<file path="src/rtl/rfsh_pkg.sv">
package rfsh_pkg;

    typedef enum logic [1:0] {
        PH_PAUSE = 2'd0,
        PH_INIT  = 2'd1,
        PH_RUN   = 2'd2
    } phase_e;

    typedef enum logic [1:0] {
        SQ_IDLE   = 2'd0,
        SQ_CSETUP = 2'd1,
        SQ_RASLO  = 2'd2,
        SQ_PRECH  = 2'd3
    } seq_e;

    typedef enum logic {
        RF_CBR = 1'b0,
        RF_ROW = 1'b1
    } rf_mode_e;

    typedef struct packed {
        logic ras_n;
        logic cas_n;
        logic addr_oe;
    } strobe_t;

    function automatic int interval_clks(input int clk_per_us, input int ms, input int rows);
        return (clk_per_us * ms * 1000) / rows;
    endfunction

    function automatic int max3(input int a, input int b, input int c);
        int m;
        m = (a > b) ? a : b;
        return (m > c) ? m : c;
    endfunction

endpackage

</file>
<file path="src/rtl/rfsh_phase_ctrl.sv">
module rfsh_phase_ctrl
    import rfsh_pkg::*;
#(
    parameter int PAUSE_CLKS    = 800,
    parameter int INTERVAL_CLKS = 125,
    parameter int INIT_CYCLES   = 8
) (
    input  logic   clk,
    input  logic   rst,
    input  logic   seq_done,
    output phase_e phase,
    output logic   tick
);
    localparam int CW = $clog2(((PAUSE_CLKS > INTERVAL_CLKS) ? PAUSE_CLKS : INTERVAL_CLKS) + 1);
    localparam int IW = $clog2(INIT_CYCLES + 1);

    logic [CW-1:0] cnt;
    logic [IW-1:0] icnt;

    always_ff @(posedge clk) begin
        if (rst) begin
            phase <= PH_PAUSE;
            cnt   <= '0;
            icnt  <= '0;
        end else begin
            case (phase)
                PH_PAUSE: begin
                    if (cnt == CW'(PAUSE_CLKS - 1)) begin
                        phase <= PH_INIT;
                        cnt   <= '0;
                    end else begin
                        cnt <= cnt + 1'b1;
                    end
                end
                PH_INIT: begin
                    if (seq_done) begin
                        if (icnt == IW'(INIT_CYCLES - 1)) begin
                            phase <= PH_RUN;
                            cnt   <= '0;
                        end
                        icnt <= icnt + 1'b1;
                    end
                end
                default: begin
                    if (cnt == CW'(INTERVAL_CLKS - 1)) cnt <= '0;
                    else                                cnt <= cnt + 1'b1;
                end
            endcase
        end
    end

    assign tick = (phase == PH_RUN) && (cnt == CW'(INTERVAL_CLKS - 1));


    init_to_run_chk: assert property (@(posedge clk) disable iff (rst)
        (phase == PH_RUN && $past(phase) == PH_INIT) |-> $past(seq_done));


    tick_only_run_chk: assert property (@(posedge clk) disable iff (rst)
        tick |=> !tick);

endmodule

</file>
<file path="src/rtl/rfsh_backlog.sv">
module rfsh_backlog #(
    parameter int BACKLOG_W = 3
) (
    input  logic                 clk,
    input  logic                 rst,
    input  logic                 tick,
    input  logic                 take,
    output logic                 pending,
    output logic [BACKLOG_W-1:0] level
);
    localparam logic [BACKLOG_W-1:0] MAXV = '1;

    always_ff @(posedge clk) begin
        if (rst) begin
            level <= '0;
        end else begin
            case ({tick, take})
                2'b10:   if (level != MAXV) level <= level + 1'b1;
                2'b01:   level <= level - 1'b1;
                default: level <= level;
            endcase
        end
    end

    assign pending = (level != '0);


    backlog_sat_chk: assert property (@(posedge clk) disable iff (rst)
        (level == MAXV && tick && !take) |=> (level == MAXV));


    backlog_under_chk: assert property (@(posedge clk) disable iff (rst)
        take |-> (level != '0));

endmodule

</file>
<file path="src/rtl/rfsh_strobe_seq.sv">
module rfsh_strobe_seq
    import rfsh_pkg::*;
#(
    parameter int RAS_PULSE = 4,
    parameter int RAS_PRECH = 3,
    parameter int CAS_SETUP = 1,
    parameter int CAS_HOLD  = 2,
    parameter int ROW_W     = 8
) (
    input  logic             clk,
    input  logic             rst,
    input  logic             start,
    input  rf_mode_e         mode,
    output strobe_t          strb,
    output logic [ROW_W-1:0] row_addr,
    output logic             idle,
    output logic             done
);
    localparam int MAXP = max3(RAS_PULSE, RAS_PRECH, CAS_SETUP);
    localparam int CW   = $clog2(MAXP + 1);

    seq_e             state;
    rf_mode_e         mode_q;
    logic [CW-1:0]    cnt;
    logic [ROW_W-1:0] row_q;

    always_ff @(posedge clk) begin
        if (rst) begin
            state  <= SQ_IDLE;
            mode_q <= RF_CBR;
            cnt    <= '0;
            row_q  <= '0;
        end else begin
            case (state)
                SQ_IDLE: begin
                    if (start) begin
                        mode_q <= mode;
                        cnt    <= '0;
                        state  <= (mode == RF_CBR) ? SQ_CSETUP : SQ_RASLO;
                    end
                end
                SQ_CSETUP: begin
                    if (cnt == CW'(CAS_SETUP - 1)) begin
                        state <= SQ_RASLO;
                        cnt   <= '0;
                    end else begin
                        cnt <= cnt + 1'b1;
                    end
                end
                SQ_RASLO: begin
                    if (cnt == CW'(RAS_PULSE - 1)) begin
                        state <= SQ_PRECH;
                        cnt   <= '0;
                        if (mode_q == RF_ROW) row_q <= row_q + 1'b1;
                    end else begin
                        cnt <= cnt + 1'b1;
                    end
                end
                default: begin
                    if (cnt == CW'(RAS_PRECH - 1)) begin
                        state <= SQ_IDLE;
                        cnt   <= '0;
                    end else begin
                        cnt <= cnt + 1'b1;
                    end
                end
            endcase
        end
    end

    always_comb begin
        strb.ras_n   = (state != SQ_RASLO);
        strb.cas_n   = !((state == SQ_CSETUP) ||
                         (state == SQ_RASLO && mode_q == RF_CBR && cnt < CW'(CAS_HOLD)));
        strb.addr_oe = (state == SQ_RASLO) && (mode_q == RF_ROW);
    end

    assign row_addr = row_q;
    assign idle     = (state == SQ_IDLE);
    assign done     = (state == SQ_PRECH) && (cnt == CW'(RAS_PRECH - 1));


    cbr_order_chk: assert property (@(posedge clk) disable iff (rst)
        ($fell(strb.ras_n) && mode_q == RF_CBR) |-> (!strb.cas_n && $past(strb.cas_n) == 1'b0));


    cbr_noaddr_chk: assert property (@(posedge clk) disable iff (rst)
        (mode_q == RF_CBR) |-> !strb.addr_oe);


    row_only_cas_chk: assert property (@(posedge clk) disable iff (rst)
        (!strb.ras_n && mode_q == RF_ROW) |-> (strb.cas_n && strb.addr_oe));


    row_inc_chk: assert property (@(posedge clk) disable iff (rst)
        ($rose(strb.ras_n) && mode_q == RF_ROW) |-> (row_q == $past(row_q) + 1'b1));


    prech_gap_chk: assert property (@(posedge clk) disable iff (rst)
        $rose(strb.ras_n) |=> strb.ras_n);

endmodule

</file>
<file path="src/rtl/dram_refresh_sched.sv">
module dram_refresh_sched
    import rfsh_pkg::*;
#(
    parameter int CLK_PER_US  = 8,
    parameter int ROWS        = 256,
    parameter int REFRESH_MS  = 4,
    parameter int PAUSE_US    = 100,
    parameter int INIT_CYCLES = 8,
    parameter int RAS_PULSE   = 4,
    parameter int RAS_PRECH   = 3,
    parameter int CAS_SETUP   = 1,
    parameter int CAS_HOLD    = 2,
    parameter int BACKLOG_W   = 3
) (
    input  logic                     clk,
    input  logic                     rst,
    input  logic                     mode_row_only,
    input  logic                     grant,
    output logic                     req,
    output logic                     ready,
    output logic                     ras_n,
    output logic                     cas_n,
    output logic [$clog2(ROWS)-1:0]  row_addr,
    output logic                     addr_oe
);
    localparam int ROW_W         = $clog2(ROWS);
    localparam int PAUSE_CLKS    = PAUSE_US * CLK_PER_US;
    localparam int INTERVAL_CLKS = interval_clks(CLK_PER_US, REFRESH_MS, ROWS);

    phase_e               phase;
    logic                 tick;
    logic                 pending;
    logic [BACKLOG_W-1:0] level;
    logic                 seq_idle;
    logic                 seq_done;
    logic                 start;
    logic                 take;
    strobe_t              strb;

    rfsh_phase_ctrl #(
        .PAUSE_CLKS   (PAUSE_CLKS),
        .INTERVAL_CLKS(INTERVAL_CLKS),
        .INIT_CYCLES  (INIT_CYCLES)
    ) u_phase (
        .clk     (clk),
        .rst     (rst),
        .seq_done(seq_done),
        .phase   (phase),
        .tick    (tick)
    );

    rfsh_backlog #(
        .BACKLOG_W(BACKLOG_W)
    ) u_backlog (
        .clk    (clk),
        .rst    (rst),
        .tick   (tick),
        .take   (take),
        .pending(pending),
        .level  (level)
    );

    rfsh_strobe_seq #(
        .RAS_PULSE(RAS_PULSE),
        .RAS_PRECH(RAS_PRECH),
        .CAS_SETUP(CAS_SETUP),
        .CAS_HOLD (CAS_HOLD),
        .ROW_W    (ROW_W)
    ) u_seq (
        .clk     (clk),
        .rst     (rst),
        .start   (start),
        .mode    (rf_mode_e'(mode_row_only)),
        .strb    (strb),
        .row_addr(row_addr),
        .idle    (seq_idle),
        .done    (seq_done)
    );

    assign ready   = (phase == PH_RUN);
    assign req     = ready && pending && seq_idle;
    assign take    = req && grant;
    assign start   = seq_idle && ((phase == PH_INIT) || take);
    assign ras_n   = strb.ras_n;
    assign cas_n   = strb.cas_n;
    assign addr_oe = strb.addr_oe;


    pause_quiet_chk: assert property (@(posedge clk) disable iff (rst)
        (phase == PH_PAUSE) |-> (ras_n && cas_n && !req));


    ready_gate_chk: assert property (@(posedge clk) disable iff (rst)
        !ready |-> !req);


    req_hold_chk: assert property (@(posedge clk) disable iff (rst)
        (req && !grant) |=> req);


    grant_start_chk: assert property (@(posedge clk) disable iff (rst)
        (ready && $fell(ras_n) == 1'b0 && $fell(cas_n)) |-> $past(req && grant));

endmodule

</file>
<file path="config.mk">
export PLATFORM = sky130hd
export DESIGN_NAME = dram_refresh_sched
export DESIGN_NICKNAME = d
export VERILOG_FILES = /design/src/rtl/rfsh_pkg.sv /design/src/rtl/rfsh_phase_ctrl.sv /design/src/rtl/rfsh_backlog.sv /design/src/rtl/rfsh_strobe_seq.sv /design/src/rtl/dram_refresh_sched.sv
export SDC_FILE = /design/constraint.sdc
export NUM_CORES = 1
export LEC_CHECK = 0
export BUFFER_PORTS_ARGS = -buffer_cell sky130_fd_sc_hd__clkbuf_2
export CORE_ASPECT_RATIO = 0.8
export CORE_UTILIZATION = 45
export DETAILED_ROUTE_END_ITERATION = 16
export SLEW_MARGIN = 20
export SYNTH_ARGS = -nofsm -noshare
export SYNTH_HDL_FRONTEND = slang
export SYNTH_SLANG_ARGS = --single-unit
</file>
<file path="constraint.sdc">
create_clock -name clk -period 3.34 [get_ports clk]
set_input_delay 0.334 -clock clk [delete_from_list [all_inputs] [get_ports clk]]
set_output_delay 0.334 -clock clk [all_outputs]
set_load 0.02 [all_outputs]
</file>
==> flow_summary_export.csv <==
group,metric,value,unit
layout,diodes,0,
yosys,yosysTopAreaCell,"dfxtp_1",
yosys,yosys-mux-area-fraction,0.04898,
timing,finalHoldViolations,0,
yosys,synthCells,233,
yosys,ys_seq_elements,33,
setup_path,cp_cell_sequence,"inv_1 -> ha_1 -> nand4b_1 -> or2_2 -> nor2_1 -> inv_1 -> fa_1 -> and4b_1 -> a21oi_1 -> mux2_4",
drt,vias,1638,
die,start_util,0.4708,
yosys,synth_ff_type,"dfxtp_1",
clocking,holdBufCountCts,0,
setup_path,endpoint,"u_backlog.level[2]$_SDFFE_PP0P_",
setup_path,timing.rr.start,"u_seq.state[1]$_SDFFE_PP0P_",
clocking,cts_tree,"yes",
yosys,synth_cell_types,49,
yosys,synth-xor-area-share,0.04898,
setup_path,worst-setup-path-type,"flop to flop",
setup_path,worst-path-max-fanout,7,
min_path,min_path_type,"input pin to flop",
yosys,synth_compound_area_frac,0.1355,
yosys,yosysMostFrequentCell,"dfxtp_1",
setup_path,worst_path_max_delay_cell,"dfxtp_1",
yosys,synth_edf_count,0,
yosys,ys_seq_area_frac,0.3359,
yosys,syn_avg_cell_area,8.442,sq um
clocking,clkSinkCount,33,
layout,area_delta_synth_final,11.96,%
setup_path,path_common_cell,"inv_1",
timing,worst_pin_slew,0.7046,ns
drt,drc,0,
layout,drive_gt1_frac,0.1245,
setup_path,crit_start,"u_seq.state[1]$_SDFFE_PP0P_",
setup_path,crit_family,"simple AND/OR/NAND/NOR gates",
clocking,root_buffer,"clkbuf_8",
setup_path,cp-start-kind,"flop",
timing,timing.setup.tns,0,ns
drt,firstDrtPassIters,4,
place,finalWeightedCongestion,0.8218,
die,core,0.004178,sq mm
power_and_ir_drop,leakagePower,0.0008720,uW
timing,max_clock_freq,0.3833,GHz
clocking,clockBufferDepth,2,
yosys,synth_common_cells,"33 x dfxtp_1, 32 x nor2_1, 16 x inv_1, 15 x ha_1, 15 x nand2_1",
timing,setup_violations,0,
yosys,async_reset_ff_frac,0,
die,die_y,61.13,microns
setup_path,worst_path_largest_cell_delay,0.38,ns
clocking,clkTransAtPathRegs,0.08,ns
grt,first_global_vias,1361,
place,place.port_buffers,16,
drt,drt_iter0_markers,92,
yosys,synth_warnings,0,
drt,wl_per_cell,12.93,microns
timing,finClkSkew,0.008050,ns
setup_path,crit_cells,10,
timing,finalCritPeriodShare,0.7810,
status,status,"finished, final reports clean",
run,maxCapViolations,0,
drt,ant_nets,0,
place,hpwl,2763,microns
timing,slew_violations,0,
layout,nets,268,
clocking,cts_max_level,2,
yosys,post_synth_and_or_nand_nor_area_fraction,0.2786,
clocking,postCtsSetupBuffers,0,
setup_path,cp_num_buf_inv,2,
die,dieArea,0.004641,sq mm
timing,rsz0062_at_grt,"no",
yosys,syn_nets,253,
grt,grt_max_degree,35,
die,rows,21,
die,io_pins,17,
die,die_w,75.92,microns
grt,grt_pass1_wl,6596,microns
power_and_ir_drop,peakVddDrop,304.7,uV
setup_path,worstPathArrival,2.79,ns
setup_path,rrSetupSlack,0.73,ns
grt,grt-ovfl-total,0,
grt,antenna_found_initial,0,
setup_path,cp.required,3.52,ns
grt,grtUsageTotal,0.1864,
clocking,cts_buffers,5,
yosys,syn_area,0.001967,sq mm
yosys,synthAdderAreaFrac,0.1056,
setup_path,critPathCaptureType,"flop",
drt,via_per_inst,5.353,
timing,max-slew-margin-rel,0.5303,
setup_path,rr_endpoint,"u_backlog.level[2]$_SDFFE_PP0P_",
clocking,cts_resized,0,
setup_path,r2r_cells,10,
timing,period_minus_slack,2.609,ns
power_and_ir_drop,power_density,501.7,mW/mm^2
yosys,synth.area.top_cells,"dfxtp_1 34%, ha_1 9.5%, nor2_1 6.1%",
drt,wl,3956,microns
yosys,synth_top_family_by_area,"simple AND/OR/NAND/NOR gates",
timing,whs,0.3398,ns
clocking,clock_latency,0.29,ns
yosys,synth_top_area_frac,0.3359,
## cell type report
type / instances / area, sq um
fillers: 411 / 1976
multi-input cells: 176 / 1215
flip-flops and latches: 33 / 660.6
repair buffers: 16 / 80.08
well taps: 57 / 71.32
clock buffers: 5 / 68.82
inverters: 16 / 60.06
clock inverters: 3 / 46.29
## layer usage
metal | track usage | routed length (microns)
met4 | 0.08242 | 44
met5 | 0 | 0
met1 | 0.2658 | 2135
met2 | 0.2662 | 1624
met3 | 0.04889 | 151
## stage by stage
| stage | instances | cell area (sq um) | utilization | total power (uW) | setup WS (ns) |
|---|---|---|---|---|---|
| floorplan | 233 | 1967 | - | 657.0 | 0.9452 |
| global placement | 298 | 2087 | 0.4996 | 724.0 | 0.8415 |
| detailed placement | 298 | 2087 | 0.4996 | 722.7 | 0.7805 |
| CTS | 306 | 2202 | 0.5271 | 1113 | 0.7532 |
| global route | 306 | 2202 | 0.5271 | 1175 | 0.6230 |
| finish | 306 | 2202 | 0.5271 | 1105 | 0.7314 |
## cells in the final DEF (no fill, tap or decap), drive strengths merged, types with 3 or more instances in the layout
| master | count |
|---|---|
| nor2 | 32 |
| nor3 | 3 |
| nand3 | 11 |
| a31oi | 3 |
| ha | 15 |
| a21oi | 7 |
| xor2 | 7 |
| nand2 | 15 |
| o211ai | 4 |
| o21ai | 6 |
| nor2b | 5 |
| nand4 | 7 |
| dfxtp | 33 |
| or3 | 3 |
| xnor2 | 4 |
| clkbuf | 21 |
| mux2i | 7 |
| and3 | 6 |
| nand2b | 3 |
| inv | 16 |
| a211oi | 5 |
## how the worst min path moves through the flow
| stage | to | from | slack, ns | depth (start not counted) |
|---|---|---|---|---|
| finish | u_seq.mode_q$_SDFFE_PP0P_ | mode_row_only | 0.34 | 3 |
| global route | u_seq.mode_q$_SDFFE_PP0P_ | mode_row_only | 0.40 | 3 |
| CTS | u_seq.mode_q$_SDFFE_PP0P_ | mode_row_only | 0.33 | 3 |
| detailed placement | u_phase.cnt[9]$_SDFFE_PP0P_ | u_phase.cnt[9]$_SDFFE_PP0P_ | 0.49 | 1 |
| global placement | u_phase.cnt[9]$_SDFFE_PP0P_ | u_phase.cnt[9]$_SDFFE_PP0P_ | 0.49 | 1 |
| floorplan | u_phase.cnt[9]$_SDFFE_PP0P_ | u_phase.cnt[9]$_SDFFE_PP0P_ | 0.45 | 1 |
## where the power goes
part	internal, uW	total [uW]	leakage (uW)	switching [uW]
logic	106	261	0.000551	155
registers	418	456	0.000267	37.9
clock network	223	388	0.0000543	165
total	747	1100	0.000872	358
## kinds of logic after synthesis
group	count (synthesis)
AO/OA/AOI/OAI	38
AND/OR/NAND/NOR	102
flip-flops	33
XOR/XNOR	11
multiplexers	9
buffers and inverters	24
adder cells (fa/ha/maj)	16
## sequential cells by signal, summed over array words and instances, names as in the netlist
register	count
u_phase.cnt	10
u_seq.row_addr	8
u_phase.icnt	4
u_backlog.level	3
u_seq.cnt	3
u_phase.phase	2
u_seq.state	2
u_seq.mode_q	1
## worst min-delay path, cell delays in order
cell	delay, ns
clkbuf_2	0.12
mux2i_1	0.07
nor2_1	0.07
Power figures use the tool's default switching activity.
